`config.mk`:
```
export PLATFORM = sky130hd
export DESIGN_NAME = ctl_in_txbuf
export DESIGN_NICKNAME = d
export VERILOG_FILES = /design/src/rtl/txbuf_pkg.sv /design/src/rtl/txbuf_store.sv /design/src/rtl/txbuf_ctrl.sv /design/src/rtl/txbuf_irq.sv /design/src/rtl/ctl_in_txbuf.sv
export SDC_FILE = /design/constraint.sdc
export NUM_CORES = 1
export LEC_CHECK = 0
export BUFFER_PORTS_ARGS = -buffer_cell sky130_fd_sc_hd__clkbuf_2
export CAP_MARGIN = 0
export CORE_ASPECT_RATIO = 0.9
export CORE_UTILIZATION = 50
export CTS_CLUSTER_DIAMETER = 50
export CTS_CLUSTER_SIZE = 14
export DETAILED_ROUTE_END_ITERATION = 10
export PLACE_DENSITY = 0.7
export SYNTH_ARGS = -nofsm -noshare
export SYNTH_HDL_FRONTEND = slang
export SYNTH_SLANG_ARGS = --single-unit
```
`constraint.sdc`:
```
create_clock -name clk -period 4 [get_ports clk]
set_clock_uncertainty 0.15 [all_clocks]
set_input_delay 1.2 -clock clk [delete_from_list [all_inputs] [get_ports clk]]
set_output_delay 1.2 -clock clk [all_outputs]
set_load 0.01 [all_outputs]
```
`src/rtl/txbuf_pkg.sv`:
```
package txbuf_pkg;
  function automatic bit room_left(int unsigned fill, int unsigned depth);
    return fill < depth;
  endfunction

  function automatic bit byte_pending(int unsigned rpos, int unsigned fill);
    return rpos < fill;
  endfunction
endpackage

```
`src/rtl/txbuf_store.sv`:
```
module txbuf_store #(
  parameter int DEPTH = 8,
  parameter int DW    = 8,
  localparam int AW   = $clog2(DEPTH)
) (
  input  logic          clk,
  input  logic          we,
  input  logic [AW-1:0] waddr,
  input  logic [DW-1:0] wdata,
  input  logic [AW-1:0] raddr,
  output logic [DW-1:0] rdata
);
  logic [DW-1:0] cells [DEPTH];

  always_ff @(posedge clk) begin
    if (we) cells[waddr] <= wdata;
  end

  assign rdata = cells[raddr];
endmodule

```
`src/rtl/txbuf_ctrl.sv`:
```
module txbuf_ctrl
  import txbuf_pkg::*;
#(
  parameter int DEPTH = 8,
  localparam int LW   = $clog2(DEPTH + 1)
) (
  input  logic          clk,
  input  logic          rst_n,
  input  logic          cpu_wr_en,
  input  logic          cpu_commit,
  input  logic          buf_clr,
  input  logic          sie_rd,
  input  logic          sie_ack,
  input  logic          sie_fail,
  output logic          ready,
  output logic [LW-1:0] fill,
  output logic [LW-1:0] rpos,
  output logic          wr_ev,
  output logic          ack_ev,
  output logic          fail_ev,
  output logic          rd_ev
);
  logic commit_ev;

  assign wr_ev     = cpu_wr_en & ~buf_clr & ~ready & room_left(fill, DEPTH);
  assign commit_ev = cpu_commit & ~buf_clr & ~ready;
  assign ack_ev    = sie_ack & ~buf_clr & ready;
  assign fail_ev   = sie_fail & ~buf_clr & ready & ~sie_ack;
  assign rd_ev     = sie_rd & ~buf_clr & ready & ~sie_ack & ~sie_fail
                   & byte_pending(rpos, fill);

  always_ff @(posedge clk or negedge rst_n) begin
    if (!rst_n) begin
      ready <= 1'b0;
      fill  <= '0;
      rpos  <= '0;
    end else if (buf_clr || ack_ev) begin
      ready <= 1'b0;
      fill  <= '0;
      rpos  <= '0;
    end else begin
      if (wr_ev)     fill  <= fill + 1'b1;
      if (commit_ev) begin
        ready <= 1'b1;
        rpos  <= '0;
      end
      if (fail_ev)   rpos  <= '0;
      else if (rd_ev) rpos <= rpos + 1'b1;
    end
  end
endmodule

```
`src/rtl/txbuf_irq.sv`:
```
module txbuf_irq (
  input  logic clk,
  input  logic rst_n,
  input  logic set_ev,
  input  logic clr_w1,
  output logic flag
);
  always_ff @(posedge clk or negedge rst_n) begin
    if (!rst_n)      flag <= 1'b0;
    else if (set_ev) flag <= 1'b1;
    else if (clr_w1) flag <= 1'b0;
  end
endmodule

```
`src/rtl/ctl_in_txbuf.sv`:
```
module ctl_in_txbuf
  import txbuf_pkg::*;
#(
  parameter int DEPTH = 8,
  parameter int DW    = 8,
  localparam int LW   = $clog2(DEPTH + 1),
  localparam int AW   = $clog2(DEPTH)
) (
  input  logic          clk,
  input  logic          rst_n,
  input  logic          cpu_wr_en,
  input  logic [DW-1:0] cpu_wr_data,
  input  logic          cpu_commit,
  input  logic          buf_clr,
  input  logic          flag_clr_w1,
  input  logic          sie_in_req,
  input  logic          sie_rd,
  input  logic          sie_ack,
  input  logic          sie_fail,
  output logic          sie_ready,
  output logic [LW-1:0] sie_pkt_len,
  output logic [DW-1:0] sie_rd_data,
  output logic          sie_nak,
  output logic          tx_done
);
  logic          ready;
  logic [LW-1:0] fill;
  logic [LW-1:0] rpos;
  logic          wr_ev, ack_ev, fail_ev, rd_ev;
  logic [DW-1:0] cell_q;

  txbuf_ctrl #(.DEPTH(DEPTH)) u_ctrl (
    .clk(clk), .rst_n(rst_n),
    .cpu_wr_en(cpu_wr_en), .cpu_commit(cpu_commit), .buf_clr(buf_clr),
    .sie_rd(sie_rd), .sie_ack(sie_ack), .sie_fail(sie_fail),
    .ready(ready), .fill(fill), .rpos(rpos),
    .wr_ev(wr_ev), .ack_ev(ack_ev), .fail_ev(fail_ev), .rd_ev(rd_ev)
  );

  txbuf_store #(.DEPTH(DEPTH), .DW(DW)) u_store (
    .clk(clk), .we(wr_ev), .waddr(fill[AW-1:0]), .wdata(cpu_wr_data),
    .raddr(rpos[AW-1:0]), .rdata(cell_q)
  );

  txbuf_irq u_irq (
    .clk(clk), .rst_n(rst_n), .set_ev(ack_ev), .clr_w1(flag_clr_w1),
    .flag(tx_done)
  );

  assign sie_ready   = ready;
  assign sie_pkt_len = fill;
  assign sie_nak     = sie_in_req & ~ready;
  assign sie_rd_data = (ready && byte_pending(rpos, fill)) ? cell_q : '0;
endmodule

```
Word level (Yosys, flattened, before mapping)
Memories as Yosys holds them, arrays and structs flattened. Index checks and enable logic that the tools add are counted.

Register bits: 10. RAM bits: 64. Bits of input ports: 18. Output and inout bits: 15. Word-level logic and storage cells: 48. Memories: 1.

Add/sub/neg operators: 2. Order comparisons: 2. Multiplexer cells: 13. Bitwise logic cells: 20. Reductions and logical operators: 6.

Memories: u_store.cells (words 8, bits a word 8, read ports 1, clocked after memory_dff 0, wr ports 1, line txbuf_store.sv:13) `logic [DW-1:0] cells [DEPTH];`.

Operators by type and width (number): 4-bit 2-to-1 mux (6); 1-bit bitwise AND (16); 4-bit by 1-bit adder with 4-bit output (second input constant) (2); 8-bit 2-to-1 mux (1); 1-bit 2-to-1 mux (6); 2-bit nonzero test (3); 4-bit less-than comparator (1); 4-bit less-than comparator (second input constant) (1); 1-bit NOT (4); 4-bit nonzero test (1); 1-bit logical AND (1); 1-bit logical OR (1).

Logic depth before layout (Yosys ltp)
Gate-level depths: netlist of run 1.

Depth after elaboration: 9. Gate-level depth with buffers: 7. Depth with buffers taken out: 6.

Hierarchy
A second synthesis of run 1 with hierarchy kept.

Cell total of the unflattened synthesis: 182. Area total of the unflattened synthesis: 3269.4 um^2.

Modules (own cells, without submodules): txbuf_store (times used 1, cells each 106, area each 2531.2 um^2, seq. area each 1921.8 um^2); txbuf_ctrl (times used 1, cells each 54, area each 556.8 um^2, seq. area each 225.2 um^2); ctl_in_txbuf (times used 1, cells each 19, area each 145.1 um^2, seq. area each 0.0 um^2); txbuf_irq (times used 1, cells each 3, area each 36.3 um^2, seq. area each 25.0 um^2).

Worst setup path after synthesis of run 1
No wires, ideal clock.

Kind: input-to-reg. Start point: input buf_clr. End point: memory u_store.cells[0][0] (enable). Library setup time: 383 ps. Arrival: 2277 ps. Required time: 3467 ps. Setup slack: 1190 ps. Cell stages on the path: 3. Buffers on the path: 0. Cell sequence: nor4b_4 > nand2b_1 > nor3_1.

Longest elaborated chain between the ends: 6.

Ends and longest elaborated chain: start: declaration (line ctl_in_txbuf.sv:14) `input logic buf_clr,`; 1-bit NOT (line txbuf_ctrl.sv:25) `assign wr_ev = cpu_wr_en & ~buf_clr & ~ready & room_left(fill, DEPTH);`; 1-bit bitwise AND (3 in a row) (line txbuf_ctrl.sv:25); 1-bit 2-to-1 mux (line txbuf_store.sv:16) `if (we) cells[waddr] <= wdata;`; 1-bit 2-to-1 mux (not written as such) (line txbuf_store.sv:16); end: declaration (line txbuf_store.sv:13).

Every way passes these cells.

Final worst setup path of run 1
Start point: register u_ctrl.fill[1]. End point: output sie_rd_data[1].

Longest elaborated chain between the ends: 3.

Ends and longest elaborated chain: start: declaration (line txbuf_ctrl.sv:16) `output logic [LW-1:0] fill,`; start signal: assignment (line txbuf_ctrl.sv:42) `if (wr_ev) fill <= fill + 1'b1;`; 4-bit less-than comparator (line txbuf_pkg.sv:7) `return rpos < fill;`; 1-bit logical AND (line ctl_in_txbuf.sv:53) `assign sie_rd_data = (ready && byte_pending(rpos, fill)) ? cell_q : '0;`; 8-bit 2-to-1 mux (line ctl_in_txbuf.sv:53); end: declaration (line ctl_in_txbuf.sv:22) `output logic [DW-1:0] sie_rd_data,`.

Every way passes these cells.

==> summary.md, run 1 <==
| Metric | Value |
|---|---|
| Status | complete, no violations |
| Post-route insts no fill | 291 |
| CTS tree | built |
| Critical path class | reg2out |
| WP data required | 2650 ps |
| Post-CTS setup buffer count | 0 |
| Worst VDD drop | 0.000217 V |
| Initial antenna violation count | 0 |
| Period utilisation layout | 95.2% |
| Antenna diodes | 0 |
| Final antenna-violating net count | 0 |
| Final hold vios | 0 |
| HPWL after DPL | 3810 um |
| Crit Path Max Fanout | 11 |
| Power Dens Cells | 408 mW/mm2 |
| DRC Markers | 0 |
| GRT Total Usage | 19.5% |
| Ys async rst share | 13.5% |
| Setup crit end kind | output port |
| Area grow syn2layout | 15.0% |
| Max incr delay on CP | 850 ps |
| Endpoints failing setup | 0 |
| Cells after Synth | 169 |
| # IOs | 33 |
| WL/cell | 19.3 um |
| Pin count of the biggest net entering global routing | 20 |
| Worst min path class | reg2reg |
| Placed cells | 276 |
| Drt total wl | 5610 um |
| Achievable frequency | 262 MHz |
| Port-buffer cells | 32 |
| Nets | 240 |
| Seq cells post-synth | 74 |
| Final Cell Area | 0.00352 mm2 |
| Pre-antenna DRT Iters | 4 |
| Unrepaired setup endpoints after global routing | false |
| Pwr Total | 1.44 mW |
| Synthesized area | 0.00306 mm2 |
| Crit path time final | 3810 ps |
| Initial DRC count | 76 |
| Number of global-route vias before repair | 1738 |
| Register area share after synthesis | 71.0% |
| Filler Cell Count | 457 |
| Layout cell share with drive strength beyond 1 | 33.5% |
| Cell Rows | 26 |
| Worst path slowest cell | o211ai_1 |
| Clock Latency Late Sink | 340 ps |
| Setup crit start kind | flip-flop |
| Cts bufs inserted | 9 |
| LEAKAGE | 1.26 nW |
| Die Span X | 84.5 um |
| Via count | 1631 |
| GPL Wtd Cong | 0.867 |
| First-pass GRT wire length | 8980 um |
| Critical path arrival | 2460 ps |
| Clk root buf | clkbuf_8 |
| Fin. max-slew vios | 0 |
| Relative slew slack | 29.1% |
| Syn_area_per_cell | 18.1 um2 |
| Die ar. | 0.00644 mm2 |
| CTS Sinks | 74 |
| Distinct cells, synth | 30 |
| Total negative slack | 0 ps |
| Core area | 0.00579 mm2 |
| CTS Hold Bufs | 0 |
| Initial Utilization | 52.9% |
| Total grt overflow | 0 |
| Vias/cell | 5.60 |
| Resized cells post-CTS | 0 |
| Post-synth EDFFs | 64 |
| Max Root-Sink Buffers | 2 |
| CP most frequent cell | o211ai_1 |
| CTS H-Tree Depth | 3 |
| CP cell instances | inv_1, ha_1, o211ai_1, o211ai_1, nor2_1, clkbuf_2 |
| Syn Nets | 192 |
| Synth warn | 0 |
| Top FF cell, synth | edfxtp_1 |
| Area post-placement | 0.00335 mm2 |
| Worst Tran Pin Value | 1060 ps |
| Max cap viols | 0 |
| Die H | 76.2 um |
| Worst-path clk slew | 70 ps |
through the flow:
| step | hold slack [ps] | utilization (%) | setup slack (ps) |
|---|---|---|---|
| floorplan | 362 | - | 1190 |
| detailed placement | 384 | 57.8 | 526 |
| CTS | 395 | 60.8 | 150 |
| finish | 384 | 60.8 | 190 |
| global route | 428 | 60.8 | 30.1 |
| global placement | 366 | 57.8 | 615 |
cells in the mapped netlist (5+ instances only):
cell type	count	area share (%)
mux4_2	16	12
edfxtp_1	64	63
mux2i_1	8	2.6
dfrtp_1	10	8.2
nor2_1	21	2.6
inv_1	5	0.61
ha_1	5	2.0
nand2_1	8	0.98
per-layer routing:
metal	global-route usage [%]	up-vias	part of all wire [%]
met4	7.80	0	0.82
li1	-	756	-
met5	0	-	0
met1	25.1	835	44
met3	5.31	6	3.5
met2	32.0	34	52
cell families (layout without fill, tap and decap cells):
group / count (synthesis) / in the layout / synth area share (%)
flip-flops: 74 / 74 / 71.0
AND/OR/NAND/NOR: 41 / 41 / 6.79
multiplexers: 25 / 25 / 14.8
AO/OA/AOI/OAI: 11 / 11 / 2.82
buffers and inverters: 11 / 63 / 2.04
adder cells (fa/ha/maj): 5 / 5 / 2.04
XOR/XNOR: 2 / 2 / 0.572
cell usage in the layout, fill, tap and decap left out, drive strengths merged, types with 2 or more instances in the layout:
cell type / n
o211ai: 2
nor2: 21
buf: 11
nand3: 2
a22o: 2
a21oi: 2
edfxtp: 64
mux4: 16
clkbuf: 42
xnor2: 2
nand2: 8
and2b: 2
inv: 5
dfrtp: 10
nor4b: 2
nand2b: 2
nor3: 2
mux2i: 8
ha: 5
clkinv: 4
worst max-delay path, delay by kind of cell, from the launching register on:
family / cells / cell delay, ps
AND/OR/NAND/NOR: 1 / 140
AO/OA/AOI/OAI: 2 / 930
adder cells (fa/ha/maj): 1 / 290
flip-flops: 1 / 470
buffers and inverters: 2 / 300
worst paths after layout:
path                            depth (start not counted)  slack [ps]      startpoint              to
worst max-delay path                                    6         190  u_ctrl.fill[1]  sie_rd_data[1]
worst min register to register                          2         380      u_irq.flag      u_irq.flag
min in group asynchronous                               1         570           rst_n  u_ctrl.fill[3]
max in group asynchronous                               1        2920           rst_n  u_ctrl.rpos[3]
worst min-delay path                                    2         380      u_irq.flag      u_irq.flag
worst max register to register                          6        1330  u_ctrl.fill[1]  u_ctrl.rpos[2]
flip-flops by register name (all words and copies together) (netlist names):
name           count
u_ctrl.rpos        4
u_store.cells     64
u_ctrl.fill        4
u_irq.flag         1
u_ctrl.ready       1
power breakdown:
group          switching, mW  internal, mW
clock network          0.254         0.278
logic                 0.0310        0.0219
registers            0.00454         0.846
total                  0.290          1.15
final cells by class:
type	instances	area (um2)	share of cell area, %
Timing Repair Buffer	43	243	6.89
Clock inverter	5	46.3	1.31
Inverter	5	18.8	0.533
Sequential cell	74	2170	61.7
Multi-Input combinational cell	84	826	23.5
Tap cell	70	87.6	2.49
Clock buffer	10	128	3.62
Note: power is estimated with default switching activity, not from simulation.
==> run 2, diff against run 1 <==
Settings changed: RECOVER_POWER set to 50.
==> run 2 against run 1 <==
  * First-iteration DRC count grew 5.3%
  * Routed wire length grew 0.82%
  * Cell area shrank 0.89%
  * Sequential share of layout area grew 0.55 points
  * Critical endpoint unchanged
  * Largest power group unchanged
==> summary.md, run 2 (synthesis gave the netlist of run 1 again) <==
| Metric | Value |
|---|---|
| Worst Tran Pin Value | 1050 ps |
| Max reg flops | 64 |
| Filler Cell Count | 461 |
| WL/cell | 19.4 um |
| Status | complete, no violations |
| First-pass GRT wire length | 8980 um |
| WL met1 | 2450 um |
| Power Dens Cells | 410 mW/mm2 |
| Antenna diodes | 0 |
| Pin count of the biggest net entering global routing | 20 |
| Cts bufs inserted | 9 |
| GPL Wtd Cong | 0.867 |
| DRC Markers | 0 |
| R2R cell count | 4 |
| Multi-input logic area | 811 um2 |
| Max Root-Sink Buffers | 2 |
| Achievable frequency | 263 MHz |
| Worst-path clk slew | 80 ps |
| Final hold vios | 0 |
| CTS H-Tree Depth | 3 |
| Crit Path Max Fanout | 11 |
| Placed cells | 276 |
| Sequential cell area | 0.00217 mm2 |
| Met3 wire len | 225 um |
| Via count | 1656 |
| GRT Total Usage | 19.5% |
| Largest Register | u_store.cells |
| Relative slew slack | 29.7% |
| Initial DRC count | 80 |
| Worst path slowest cell | o211ai_1 |
| Reg2reg end | u_store.cells[6][6] |
| Worst min path class | reg2reg |
| HPWL after DPL | 3810 um |
| CTS tree | built |
| CTS Sinks | 74 |
| Commonest non-fill, non-tap cell in the layout | edfxtp_1 |
| Port-buffer cells | 32 |
| Post-route insts no fill | 291 |
| Critical R2R Launch | u_ctrl.ready |
| CP cell instances | inv_1, ha_1, o211ai_1, o211ai_1, nor2_1, clkbuf_2 |
| Period utilisation layout | 94.9% |
| LEAKAGE | 1.22 nW |
| Area grow syn2layout | 14.0% |
| Endpoints failing setup | 0 |
| Unrepaired setup endpoints after global routing | false |
| R2R Setup Slk | 1120 ps |
| Setup crit start kind | flip-flop |
| Max Used Layer | met4 |
| CTS Hold Bufs | 0 |
| Drt total wl | 5660 um |
| Final core utilization | 60.3% |
| Clock Latency Late Sink | 340 ps |
| Initial antenna violation count | 0 |
| Post-CTS setup buffer count | 0 |
| Die Span X | 84.5 um |
| Min-delay src | u_irq.flag |
| Pwr Total | 1.43 mW |
| Critical path arrival | 2450 ps |
| Cell Rows | 26 |
| Max incr delay on CP | 850 ps |
| CP most frequent cell | o211ai_1 |
| Max cap viols | 0 |
| Hold Crit Depth | 2 |
| Crit path time final | 3800 ps |
| Number of global-route vias before repair | 1738 |
| Worst VDD drop | 0.000216 V |
| Met2 WL post-DR | 2930 um |
| Core area | 0.00579 mm2 |
| Total negative slack | 0 ps |
| Die H | 76.2 um |
| Top flop regs | u_store.cells: 64 flops, u_ctrl.fill: 4 flops, u_ctrl.rpos: 4 flops |
| Initial Utilization | 52.9% |
| Worst hold slack | 384 ps |
| WP data required | 2650 ps |
| Resized cells post-CTS | 0 |
| Family with the most delay on the worst path | compound AO/OA/AOI/OAI gates |
| Clk root buf | clkbuf_8 |
| Critical path buffers and inverters | 2 |
| Crit path launch | u_ctrl.fill[1] |
| Vias/cell | 5.69 |
| Most frequent cells in the layout | 64 x edfxtp_1, 21 x nor2_1, 19 x clkbuf_2 |
| Pre-antenna DRT Iters | 4 |
| Layout cell share with drive strength beyond 1 | 27.1% |
| Die ar. | 0.00644 mm2 |
| Fin. max-slew vios | 0 |
| Nets | 240 |
| Critical path class | reg2out |
| Total grt overflow | 0 |
| Setup crit end kind | output port |
| Worst Hold End | u_irq.flag |
| Final antenna-violating net count | 0 |
| # IOs | 33 |
[run 2: cell types whose count changed in the layout (fill, tap and decap cells not counted)]
| cell | previous run | this run |
|---|---|---|
| clkbuf_2 | 32 | 19 |
| clkbuf_1 | 1 | 14 |
| nor4b_4 | 1 | 0 |
| nor4b_1 | 1 | 2 |
[run 2: worst max path at each step]
stage / to / depth (start not counted)
floorplan: u_store.cells[0][0] / 3
global placement: sie_rd_data[1] / 6
detailed placement: sie_rd_data[1] / 6
CTS: sie_rd_data[1] / 6
global route: sie_rd_data[0] / 6
finish: sie_rd_data[1] / 6
[run 2: layer usage]
layer	up-vias	GRT usage, %
li1	755	-
met1	853	25.1
met2	40	32.0
met3	8	5.31
met4	0	7.80
met5	-	0
[run 2: where the power goes]
group / internal [mW] / total (mW) / leakage [nW] / switching, mW
registers: 0.846 / 0.850 / 0.715 / 0.00415
logic: 0.0193 / 0.0501 / 0.414 / 0.0308
clock network: 0.278 / 0.531 / 0.0886 / 0.253
total: 1.14 / 1.43 / 1.22 / 0.288
[run 2: worst min-delay path, cell delays in order (launching register included)]
cell and delay [ps]:
dfrtp_1 380, inv_1 50, o22ai_1 60
[run 2: cell type report]
cell class	count	share of cell area (%)
Clock buffer	10	3.66
Clock inverter	5	1.33
Inverter	5	0.538
Multi-Input combinational cell	84	23.2
Sequential cell	74	62.2
Tap cell	70	2.51
Timing Repair Buffer	43	6.49
[run 2: stage by stage]
step / setup slack [ps] / instance area, um2
floorplan: 1190 / 3060
global placement: 615 / 3350
detailed placement: 526 / 3350
CTS: 150 / 3520
global route: 30.1 / 3490
finish: 202 / 3490
==> run 3, diff against run 2 <==
Settings changed: CORE_MARGIN set to 8.
==> run 3 against run 2 <==
  * Sequential power about the same
  * Critical path type unchanged
  * Maximum frequency increased by 11%
  * Clock power increased by 24%
  * Worst setup slack improved by 370 ps
  * Clock-buffer cell count decreased by 1
  * Highest routed layer unchanged
==> summary.md, run 3 (synthesis gave the netlist of run 1 again) <==
| Metric | Value |
|---|---|
| Status | complete, no violations |
| Die H | 90.2 um |
| Vias/cell | 5.55 |
| Largest Register | u_store.cells |
| WP data required | 2650 ps |
| Resized cells post-CTS | 0 |
| Endpoints failing setup | 0 |
| GPL Wtd Cong | 0.840 |
| Pin count of the biggest net entering global routing | 20 |
| Area grow syn2layout | 16.7% |
| Achievable frequency | 292 MHz |
| WL/cell | 20.5 um |
| Post-route insts no fill | 294 |
| Max cap viols | 0 |
| Post-CTS setup buffer count | 0 |
| Worst min path class | reg2reg |
| First-pass GRT wire length | 9430 um |
| Period utilisation layout | 85.6% |
| HPWL after DPL | 4030 um |
| Max incr delay on CP | 660 ps |
| Total negative slack | 0 ps |
| Worst hold slack | 383 ps |
| Final antenna-violating net count | 0 |
| Max reg flops | 64 |
| CTS Hold Bufs | 0 |
| # IOs | 33 |
| Antenna diodes | 0 |
| Max Root-Sink Buffers | 2 |
| Clock Latency Late Sink | 330 ps |
| Clk root buf | clkbuf_8 |
| Worst-path clk slew | 70 ps |
| Critical path arrival | 2070 ps |
| Initial Utilization | 50.9% |
| Worst path slowest cell | dfrtp_1 |
| Setup crit start kind | flip-flop |
| Worst Tran Pin Value | 879 ps |
| Top flop regs | u_store.cells: 64 flops, u_ctrl.fill: 4 flops, u_ctrl.rpos: 4 flops |
| Most frequent cells in the layout | 64 x edfxtp_1, 21 x nor2_1, 21 x clkbuf_2 |
| CTS Sinks | 74 |
| Port-buffer cells | 32 |
| Cts bufs inserted | 9 |
| Nets | 241 |
| Cell Rows | 27 |
| Core area | 0.00601 mm2 |
| Worst VDD drop | 0.000241 V |
| Initial DRC count | 98 |
| Number of global-route vias before repair | 1828 |
| Crit Path Max Fanout | 13 |
| Pwr Total | 1.56 mW |
| Initial antenna violation count | 0 |
| Area post-placement | 0.00337 mm2 |
| CTS H-Tree Depth | 3 |
| Relative slew slack | 40.6% |
| Crit path time final | 3420 ps |
| CTS tree | built |
| Pre-antenna DRT Iters | 4 |
| Total grt overflow | 0 |
| Commonest non-fill, non-tap cell in the layout | edfxtp_1 |
| LEAKAGE | 1.26 nW |
| Final Cell Area | 0.00357 mm2 |
| Critical path class | reg2out |
| Placed cells | 279 |
| Setup crit end kind | output port |
| Unrepaired setup endpoints after global routing | false |
| Die ar. | 0.00888 mm2 |
| CP cell instances | buf_12, mux4_2, mux2i_1, nor2_1, clkbuf_2 |
| Fin. max-slew vios | 0 |
| GRT Total Usage | 14.4% |
| Layout cell share with drive strength beyond 1 | 29.7% |
| Die Span X | 98.5 um |
| Filler Cell Count | 463 |
| Via count | 1631 |
| Drt total wl | 6030 um |
| DRC Markers | 0 |
| Power Dens Cells | 437 mW/mm2 |
| Final hold vios | 0 |
## run 3: worst paths after layout
check / start / endpoint / slack [ps] / cells past startpoint
worst max-delay path: u_ctrl.rpos[0] / sie_rd_data[6] / 580 / 5
min in group asynchronous: rst_n / u_irq.flag / 690 / 1
worst min register to register: u_irq.flag / u_irq.flag / 380 / 2
worst max register to register: u_ctrl.ready / u_store.cells[7][7] / 1380 / 4
worst min-delay path: u_irq.flag / u_irq.flag / 380 / 2
max in group asynchronous: rst_n / u_ctrl.rpos[1] / 2620 / 1
## run 3: worst max-delay path: cells and delay by family (launching register included)
| family | cells | cell delay [ps] |
|---|---|---|
| muxes | 2 | 640 |
| and+or+nand+nor | 1 | 70 |
| buffers and inverters | 2 | 360 |
| DFF | 1 | 660 |
## run 3: final cells by class
cell class                 instances  area, um2  share of cell area [%]
sequential                        74       2170                    60.8
tap                               72       90.1                    2.52
timing repair buffer              44        249                    6.97
clock buffer                       9        124                    3.47
clock inverter                     6        106                    2.98
inverter                           5       18.8                   0.526
multi-input combinational         84        811                    22.7
## run 3: per-stage QoR
| stage | worst slack [ps] | util, % |
|---|---|---|
| 6_report | 577 | 59.4 |
| 4_1_cts | 526 | 59.9 |
| 3_5_place_dp | 900 | 56.0 |
| 3_3_place_gp | 936 | 56.0 |
| 2_1_floorplan | 1190 | - |
| 5_1_grt | 441 | 59.4 |
## run 3: metal layers
| layer | track usage (%) | part of all wire, % | wire length (um) | up-vias |
|---|---|---|---|---|
| li1 | - | - | - | 758 |
| met1 | 16.4 | 41 | 2500 | 833 |
| met2 | 25.4 | 53 | 3190 | 31 |
| met3 | 2.77 | 4.0 | 243 | 9 |
| met4 | 6.90 | 1.6 | 97 | 0 |
| met5 | 0 | 0 | 0 | - |
## run 3: power breakdown
part           switching (mW)  internal [mW]
logic                  0.0314         0.0200
clock network           0.253          0.407
registers             0.00439          0.846
total                   0.289           1.27
